`src/rtl/vfp_pkg.sv`:
```
package vfp_pkg;
  localparam int LVL_W      = 4;
  localparam int UNIT_SHIFT = 6;
  localparam int DEPTH_W    = LVL_W + UNIT_SHIFT;

  typedef struct packed {
    logic [LVL_W-1:0] lo;
    logic [LVL_W-1:0] hi;
  } thr_t;
endpackage

```
`src/rtl/vfp_thr_shadow.sv`:
```
module vfp_thr_shadow
  import vfp_pkg::*;
(
  input  logic clk,
  input  logic rst_n,
  input  logic frame_start,
  input  thr_t thr_in,
  output thr_t thr_q,
  output logic legal
);
  always_ff @(posedge clk or negedge rst_n) begin
    if (!rst_n)           thr_q <= '0;
    else if (frame_start) thr_q <= thr_in;
  end

  // usable only with a non-zero start strictly below the end
  always_comb legal = (thr_q.lo != '0) && (thr_q.lo < thr_q.hi);

  AST_THR_HOLD: assert property (@(posedge clk) disable iff (!rst_n)
    !frame_start |=> thr_q == $past(thr_q));
  AST_THR_LOAD: assert property (@(posedge clk) disable iff (!rst_n)
    frame_start |=> thr_q == $past(thr_in));
endmodule

```
`src/rtl/vfp_level_cmp.sv`:
```
module vfp_level_cmp
  import vfp_pkg::*;
#(
  parameter int FILL_W = 12
) (
  input  logic [FILL_W-1:0] fill,
  input  thr_t              thr,
  output logic              at_start,
  output logic              at_end
);
  localparam int PAD = FILL_W - DEPTH_W;

  logic [DEPTH_W-1:0] lo_bytes, hi_bytes;
  logic [FILL_W-1:0]  lo_cmp, hi_cmp;

  always_comb begin
    lo_bytes = {thr.lo, {UNIT_SHIFT{1'b0}}};
    hi_bytes = {thr.hi, {UNIT_SHIFT{1'b0}}};
  end

  generate
    if (PAD > 0) begin : g_pad
      always_comb begin
        lo_cmp = {{PAD{1'b0}}, lo_bytes};
        hi_cmp = {{PAD{1'b0}}, hi_bytes};
      end
    end else begin : g_same
      always_comb begin
        lo_cmp = lo_bytes[FILL_W-1:0];
        hi_cmp = hi_bytes[FILL_W-1:0];
      end
    end
  endgenerate

  always_comb begin
    at_start = (fill <= lo_cmp);
    at_end   = (fill >= hi_cmp);
  end
endmodule

```
`src/rtl/vfp_hyst_ctl.sv`:
```
module vfp_hyst_ctl (
  input  logic clk,
  input  logic rst_n,
  input  logic video_en,
  input  logic legal,
  input  logic at_start,
  input  logic at_end,
  output logic req_q
);
  always_ff @(posedge clk or negedge rst_n) begin
    if (!rst_n)                  req_q <= 1'b0;
    else if (!video_en || !legal) req_q <= 1'b0;
    else if (req_q)              req_q <= !at_end;
    else                         req_q <= at_start;
  end

  AST_ILLEGAL_QUIET: assert property (@(posedge clk) disable iff (!rst_n)
    !legal |=> !req_q);
  AST_VIDEO_CLEAR: assert property (@(posedge clk) disable iff (!rst_n)
    !video_en |=> !req_q);
  AST_RISE_AT_START: assert property (@(posedge clk) disable iff (!rst_n)
    $rose(req_q) |-> $past(at_start));
  AST_FALL_AT_END: assert property (@(posedge clk) disable iff (!rst_n)
    ($fell(req_q) && $past(video_en) && $past(legal)) |-> $past(at_end));
endmodule

```
`src/rtl/vfp_prio_req.sv`:
```
module vfp_prio_req
  import vfp_pkg::*;
#(
  parameter int FILL_W = 12
) (
  input  logic              clk,
  input  logic              rst_n,
  input  logic              video_en,
  input  logic              frame_start,
  input  logic [LVL_W-1:0]  lvl_start,
  input  logic [LVL_W-1:0]  lvl_end,
  input  logic [FILL_W-1:0] fill_bytes,
  output logic              hi_prio_req
);
  thr_t thr_in, thr_q;
  logic legal, at_start, at_end, req_q;

  always_comb begin
    thr_in.lo = lvl_start;
    thr_in.hi = lvl_end;
  end

  vfp_thr_shadow u_shadow (
    .clk(clk), .rst_n(rst_n), .frame_start(frame_start),
    .thr_in(thr_in), .thr_q(thr_q), .legal(legal)
  );

  vfp_level_cmp #(.FILL_W(FILL_W)) u_cmp (
    .fill(fill_bytes), .thr(thr_q), .at_start(at_start), .at_end(at_end)
  );

  vfp_hyst_ctl u_ctl (
    .clk(clk), .rst_n(rst_n), .video_en(video_en), .legal(legal),
    .at_start(at_start), .at_end(at_end), .req_q(req_q)
  );

  // gating keeps the release immediate when video is switched off
  assign hi_prio_req = req_q & video_en;

  AST_OFF_IN_RESET: assert property (@(posedge clk) !rst_n |-> !hi_prio_req);
endmodule

```
`config.mk`:
```
export PLATFORM = sky130hd
export DESIGN_NAME = vfp_prio_req
export DESIGN_NICKNAME = d
export VERILOG_FILES = /design/src/rtl/vfp_pkg.sv /design/src/rtl/vfp_thr_shadow.sv /design/src/rtl/vfp_level_cmp.sv /design/src/rtl/vfp_hyst_ctl.sv /design/src/rtl/vfp_prio_req.sv
export SDC_FILE = /design/constraint.sdc
export NUM_CORES = 1
export LEC_CHECK = 0
export BUFFER_PORTS_ARGS = -buffer_cell sky130_fd_sc_hd__clkbuf_2
export CELL_PAD_IN_SITES_DETAIL_PLACEMENT = 0
export CELL_PAD_IN_SITES_GLOBAL_PLACEMENT = 2
export CORE_MARGIN = 1.5
export CORE_UTILIZATION = 30
export DETAILED_ROUTE_END_ITERATION = 7
export HOLD_SLACK_MARGIN = 0.02
export PLACE_DENSITY_LB_ADDON = 0.1
export SETUP_SLACK_MARGIN = 0.02
export SYNTH_ARGS = -nofsm -noshare
export SYNTH_HDL_FRONTEND = slang
export SYNTH_HIERARCHICAL = 1
export SYNTH_SLANG_ARGS = --single-unit
```
`constraint.sdc`:
```
create_clock -name clk -period 2.8 [get_ports clk]
set_input_delay 0.28 -clock clk [delete_from_list [all_inputs] [get_ports clk]]
set_output_delay 0.28 -clock clk [all_outputs]
set_load 0.01 [all_outputs]
```
==> impl_summary.log, run 1 <==
[metrics] run status: complete, no violations
[metrics] share of flip-flops with an asynchronous set or reset: 1.00
[metrics] LEAKAGE: 0.450 nW
[metrics] CTS tree: done
[metrics] die area: 2600 sq um
[metrics] GRT Residual Overflow: 0
[metrics] routed wire length per instance: 10.7 um
[metrics] Final Skew: 1.14 ps
[metrics] adder-cell share of the synthesized area: 0.199
[metrics] Net count, final: 132
[metrics] delay of the slowest cell on the worst path: 430 ps
[metrics] Power Dens Cells: 394 nW/um^2
[metrics] number of fill cells in the layout: 226
[metrics] data required time at the worst endpoint: 2990 ps
[metrics] post-synth top area share: 0.326
[metrics] Final GP Congestion: 0.766
[metrics] crit path capture type: flop
[metrics] count of flip-flops with a built-in enable after synthesis: 0
[metrics] share of the synthesized area in compound gates (AO/OA/AOI/OAI): 0.125
[metrics] max-slew violation count: 0
[metrics] Boundary Pins: 25
[metrics] final hold violation count: 0
[metrics] Fmax: 617 MHz
[metrics] number of buffers created by CTS: 3
[metrics] sinks on the clock net: 9
[metrics] Netlist cell types: 23
[metrics] mux share of post-synthesis cell area: 0.0815
[metrics] slack of the critical path: 1180 ps
[metrics] CTS Buffer Depth: 2
[metrics] # H-tree levels: 1
[metrics] antenna viol nets, final: 0
[metrics] dominant synthesized flop cell: dfrtp_1
[metrics] synth-to-layout area growth: 26.6%
[metrics] parity-gate share of the synthesized area counting xor and xnor cells: 0
[metrics] count of synthesis-stage warnings from yosys: 6
[metrics] proportion of layout cells with a drive suffix above 1: 0.396
[metrics] cells after synthesis: 68
[metrics] share of the clock period used by the worst path: 0.579
[metrics] # rows: 17
[metrics] relative max-transition margin: 0.743
[metrics] Root Buffer: clkbuf_4
[metrics] Worst-Skew Late Latency: 250 ps
[metrics] combined area of the multi-input logic cells: 420 sq um
[metrics] number of failing setup endpoints in the final timing report: 0
[metrics] unrepaired setup endpoints after global routing: false
[metrics] worst-case reg-to-reg path depth: 6
[metrics] number of instances on the worst hold path: 3
[metrics] worst hold slack across all endpoints: 231 ps
[metrics] Vias: 572
[metrics] pin slew with the least headroom to its limit: 376 ps
[metrics] reported max-cap violation count: 0
[metrics] combinational family with the most area after synthesis: simple AND/OR/NAND/NOR gates
[metrics] clock-pin slew reported for the worst setup and hold paths after clock tree synthesis: 60 ps
[metrics] sequential fraction of the synthesis area: 0.326
[metrics] post-placement worst setup slack: 1130 ps
[metrics] vias per inst: 4.61
[metrics] DRC errors left: 0
[metrics] synthesized cell area: 691 sq um
[metrics] reg-to-reg setup timing slack: 1180 ps
[metrics] dominant cells by area after synthesis: dfrtp_1, ha_1, mux2_2, inv_1, nand2b_4
[metrics] Max IR drop VDD: 0.000247 V
[metrics] most area-hungry cell type in the Yosys netlist: dfrtp_1
[metrics] first-pass detailed-route iteration total: 1
[metrics] Die Y: 51.0 um
[metrics] # resized after CTS: 0
[metrics] detailed-placement wirelength estimate: 1.17 mm
[metrics] 1st-iter DRT viols: 0
[metrics] Mapped Nets: 103
[metrics] width of the die: 51.0 um
[metrics] largest fanout on the critical path: 3
[metrics] register area: 225 sq um
[metrics] number of global-route vias before repair: 558
[metrics] number of buffers added on ports: 24
[metrics] worst min path class: input pin to flop
[metrics] Avg Synthesized Cell Area: 10.2 sq um
[metrics] CP max-delay cell: a2111oi_0
[metrics] Min Clock Period, post-route: 1620 ps
[metrics] Worst Path Class, Setup: flop to flop
[metrics] number of antenna violations at the first check in global routing: 0
[metrics] initial standard-cell utilization of the core: 0.315
[metrics] global-route wire length before repair: 2.30 mm
[metrics] global-route usage over all layers: 0.119
[metrics] routed wire length: 1.33 mm
[metrics] simple logic cell fraction of the synthesized area: 0.203
[metrics] number of inserted diodes: 0
[metrics] largest net degree at the start of global routing: 12
[metrics] setup TNS after final layout: 0 ps
[metrics] placeable core region: 2190 sq um
[metrics] type of origin of the critical path: flop
[metrics] arrival time at the worst endpoint: 1810 ps
[metrics] number of storage elements in the synthesis netlist: 9
[metrics] critical path cell sequence: inv_1 -> ha_1 -> a2111oi_0 -> nand3_1 -> nand2b_1 -> a21oi_2
==> sequential cells by signal, indices dropped and copies added (netlist names) <==
register	count
u_ctl/req_q	1
u_shadow/thr_q	8
==> cells by family after synthesis <==
kind of cell	after synthesis
and+or+nand+nor	20
AOI/OAI and AO/OA	12
buffers and inverters	11
adders and majority gates	11
DFF	9
muxes	5
==> routing by layer <==
metal / vias up / part of all wire / track usage
met5: - / 0 / 0
met4: 0 / 0.0060 / 0.0676
met3: 2 / 0.065 / 0.0234
met2: 16 / 0.48 / 0.186
met1: 254 / 0.45 / 0.153
li1: 300 / - / -
==> cell type report <==
| type | count | share of cell area |
|---|---|---|
| flip-flops and latches | 9 | 0.258 |
| clock buffers | 4 | 0.0300 |
| multi-input cells | 48 | 0.481 |
| inverters | 10 | 0.0429 |
| well taps | 28 | 0.0401 |
| repair buffers | 25 | 0.149 |
==> worst max-delay path: cells and delay by family (launching register included) <==
| family | cells | cell delay, ps |
|---|---|---|
| compound gates | 2 | 540 |
| fa+ha+maj | 1 | 300 |
| buf+inv | 1 | 50 |
| flops | 1 | 340 |
| simple gates | 2 | 320 |
==> synthesized netlist by cell type, types with 4 or more instances <==
cell type and count:
ha_1 11, inv_1 10, dfrtp_1 9, mux2_2 5
o21ai_0 5, nand2_1 4
==> stage by stage <==
| stage | area [sq um] | power [W] | utilization | instances |
|---|---|---|---|---|
| after floorplan | 691 | 0.000213 | - | 68 |
| after global placement | 838 | 0.000249 | 0.383 | 119 |
| after detailed placement | 838 | 0.000250 | 0.383 | 119 |
| after CTS | 875 | 0.000354 | 0.399 | 124 |
| after global routing | 875 | 0.000379 | 0.399 | 124 |
| final | 875 | 0.000345 | 0.399 | 124 |
==> cells in the final DEF, fill, tap and decap left out <==
| cell type | instances |
|---|---|
| nand2b_1 | 1 |
| o211ai_1 | 1 |
| a2111oi_0 | 2 |
| nor4_1 | 1 |
| clkbuf_4 | 3 |
| and2_1 | 2 |
| nor2_1 | 2 |
| a211oi_2 | 1 |
| clkbuf_2 | 24 |
| and4bb_2 | 1 |
| nand2_1 | 4 |
| o21a_1 | 1 |
| ha_1 | 11 |
| mux2_2 | 5 |
| a21o_1 | 1 |
| nor2b_1 | 2 |
| o21ai_0 | 5 |
| nor4_2 | 1 |
| dlygate4sd3_1 | 1 |
| nand3_1 | 2 |
| a21oi_2 | 1 |
| dfrtp_1 | 9 |
| and4_1 | 2 |
| inv_1 | 10 |
| nand2b_4 | 2 |
| clkbuf_1 | 1 |
==> path summary, 6_finish.rpt <==
path | end | startpoint
min in group asynchronous | u_ctl/req_q | rst_n
worst min register to register | u_ctl/req_q | u_ctl/req_q
worst max-delay path | u_ctl/req_q | u_shadow/thr_q[3]
worst max register to register | u_ctl/req_q | u_shadow/thr_q[3]
max in group asynchronous | u_shadow/thr_q[5] | rst_n
worst min-delay path | u_shadow/thr_q[1] | lvl_end[1]
==> where the power goes <==
group	leakage, nW	internal, W	switching [W]
clock network	0.0150	0.0000547	0.0000423
registers	0.109	0.000142	0.0000106
logic	0.326	0.0000515	0.0000438
total	0.450	0.000248	0.0000968
==> what timing repair did <==
item	CTS	global route
endpoints found under the hold margin	9	0
setup buffers	0	0
hold buffers	1	0
setup endpoints to repair	0	0
Power figures use the tool's default switching activity.
==> inputs of run 2 (changes only) <==
- CORE_UTILIZATION: 30 -> 28
- clock period: 2.8 -> 1.6 ns (I/O delays scaled with it)
==> impl_summary.log, run 2 (synthesis results as in run 1) <==
[metrics] Worst-Skew Late Latency: 260 ps (about the same)
[metrics] reported max-cap violation count: 0 (unchanged)
[metrics] clock-pin slew reported for the worst setup and hold paths after clock tree synthesis: 60 ps (about the same)
[metrics] Boundary Pins: 25 (unchanged)
[metrics] DRC errors left: 0 (unchanged)
[metrics] commonest non-fill, non-tap cells in the layout: clkbuf_2, ha_1, inv_1
[metrics] CTS tree: done
[metrics] register area: 225 sq um (unchanged)
[metrics] slack of the critical path: 102 ps (-1080 ps)
[metrics] antenna viol nets, final: 0 (unchanged)
[metrics] number of global-route vias before repair: 557 (-0.18%)
[metrics] initial standard-cell utilization of the core: 0.303 (-0.0118)
[metrics] Finished Core Util: 0.406 (+0.00707)
[metrics] Hold Path Sink: u_shadow/thr_q[1]
[metrics] CTS Buffer Depth: 2 (unchanged)
[metrics] width of the die: 52.7 um (+3.3%)
[metrics] capture point of the worst reg-to-reg path: u_ctl/req_q
[metrics] largest net degree at the start of global routing: 12 (unchanged)
[metrics] detailed-placement wirelength estimate: 1.20 mm (+3.2%)
[metrics] unrepaired setup endpoints after global routing: false
[metrics] proportion of layout cells with a drive suffix above 1: 0.446 (+0.0497)
[metrics] number of instances on the worst hold path: 3 (unchanged)
[metrics] Total Power: 0.000636 W (+84%)
[metrics] worst-case reg-to-reg path depth: 7 (+1)
[metrics] Worst Path Class, Setup: flop to flop
[metrics] critical hold path startpoint: lvl_end[1]
[metrics] final hold violation count: 0 (unchanged)
[metrics] global-route usage over all layers: 0.123 (+0.00326)
[metrics] max-slew violation count: 0 (unchanged)
[metrics] reg-to-reg setup timing slack: 100 ps (-1080 ps)
[metrics] largest register by flop count: u_shadow/thr_q
[metrics] pin slew with the least headroom to its limit: 275 ps (-101 ps)
[metrics] global-route wire length before repair: 2.36 mm (+2.4%)
[metrics] number of antenna violations at the first check in global routing: 0 (unchanged)
[metrics] arrival time at the worst endpoint: 1650 ps (-160 ps)
[metrics] post-placement worst setup slack: -13.2 ps (-1140 ps)
[metrics] number of failing setup endpoints in the final timing report: 0 (unchanged)
[metrics] combined area of the multi-input logic cells: 433 sq um (+3.0%)
[metrics] worst r2r src: u_shadow/thr_q[7]
[metrics] Root Buffer: clkbuf_4
[metrics] routed wire length: 1.43 mm (+7.1%)
[metrics] Die Y: 52.7 um (+3.3%)
[metrics] share of the clock period used by the worst path: 0.936 (+0.357)
[metrics] # rows: 17 (unchanged)
[metrics] first-pass detailed-route iteration total: 3 (+2)
[metrics] number of flip-flops in the largest register: 8 (unchanged)
[metrics] sinks on the clock net: 9 (unchanged)
[metrics] number of buffers created by CTS: 3 (unchanged)
[metrics] most common cell after layout, fill and taps aside: clkbuf_2
[metrics] GRT Residual Overflow: 0 (unchanged)
[metrics] number of inserted diodes: 0 (unchanged)
[metrics] Largest regs: u_shadow/thr_q x8, u_ctl/req_q x1
[metrics] crit path capture type: flop
[metrics] Final GP Congestion: 0.822 (+7.3%)
[metrics] Power Dens Cells: 688 nW/um^2 (+74%)
[metrics] relative max-transition margin: 0.815 (+0.0724)
[metrics] routed wire length per instance: 11.1 um (+2.9%)
[metrics] Vias: 607 (+6.1%)
[metrics] synth-to-layout area growth: 33.9%
[metrics] type of origin of the critical path: flop
[metrics] Final Skew: 1.76 ps (+0.621 ps)
[metrics] vias per inst: 4.71 (+2.0%)
[metrics] worst min path class: input pin to flop
[metrics] run status: complete, no violations
[metrics] Max IR drop VDD: 0.000497 V (+100%)
[metrics] number of buffers added on ports: 24 (unchanged)
[metrics] Min Clock Period, post-route: 1500 ps (-123 ps)
[metrics] # H-tree levels: 1 (unchanged)
[metrics] LEAKAGE: 0.476 nW (+5.8%)
[metrics] largest fanout on the critical path: 2 (-1)
[metrics] data required time at the worst endpoint: 1750 ps (-1240 ps)
[metrics] die area: 2770 sq um (+6.7%)
[metrics] Net count, final: 137 (+3.8%)
[metrics] number of fill cells in the layout: 252 (+12%)
[metrics] Fmax: 668 MHz (+8.2%)
[metrics] 1st-iter DRT viols: 5 (+5)
[metrics] placeable core region: 2280 sq um (+3.9%)
run 2: cell types whose count changed in the layout (fill, tap and decap cells not counted), sizes merged:
cell / previous run / this run
buf: 0 / 5
run 2: timing repair:
action,4_1_cts,5_1_grt
pin swaps,1,0
hold endpoints to repair,9,0
endpoints found under the setup margin,1,1
setup buffers,1,1
hold buffers,1,0
resized for setup,1,3
run 2: how the worst max path moves through the flow:
stage	startpoint	endpoint	cells past startpoint
2_1_floorplan	u_shadow/thr_q[7]	u_ctl/req_q	6
3_3_place_gp	u_shadow/thr_q[7]	u_ctl/req_q	6
3_5_place_dp	u_shadow/thr_q[7]	u_ctl/req_q	6
4_1_cts	u_shadow/thr_q[3]	u_ctl/req_q	6
5_1_grt	u_shadow/thr_q[3]	u_ctl/req_q	8
6_report	u_shadow/thr_q[7]	u_ctl/req_q	7
run 2: routing by layer:
metal	up-vias	routed length [um]	global-route usage
met2	17	652	0.192
met4	0	40	0.0897
met3	4	79	0.0286
met1	279	654	0.145
li1	307	-	-
met5	-	0	0
run 2: area by class of cell:
type | instances | area share
repair buffers | 30 | 0.181
flip-flops and latches | 9 | 0.244
well taps | 28 | 0.0379
inverters | 10 | 0.0406
multi-input cells | 48 | 0.468
clock buffers | 4 | 0.0284
run 2: critical path, stage by stage, from the launching register on:
cell,delay (ps)
dfrtp_1,350
inv_1,50
ha_1,300
and4bb_2,250
and4_1,140
a21o_1,180
nand2b_4,70
a21oi_2,50
run 2: metrics by stage:
stage | setup TNS, ps | hold WS, ps | cell area, sq um | cells
global placement | -31.3 | 34.3 | 861 | 122
global route | 0 | 112 | 925 | 129
detailed placement | -13.2 | 34.8 | 861 | 122
finish | 0 | 103 | 925 | 129
floorplan | 0 | -136 | 691 | 68
CTS | 0 | 99.9 | 906 | 128
run 2: power by group:
group	switching, W	internal (W)	total (W)
logic	0.0000889	0.000109	0.000198
clock network	0.0000786	0.0000961	0.000175
registers	0.0000151	0.000248	0.000263
total	0.000183	0.000453	0.000636
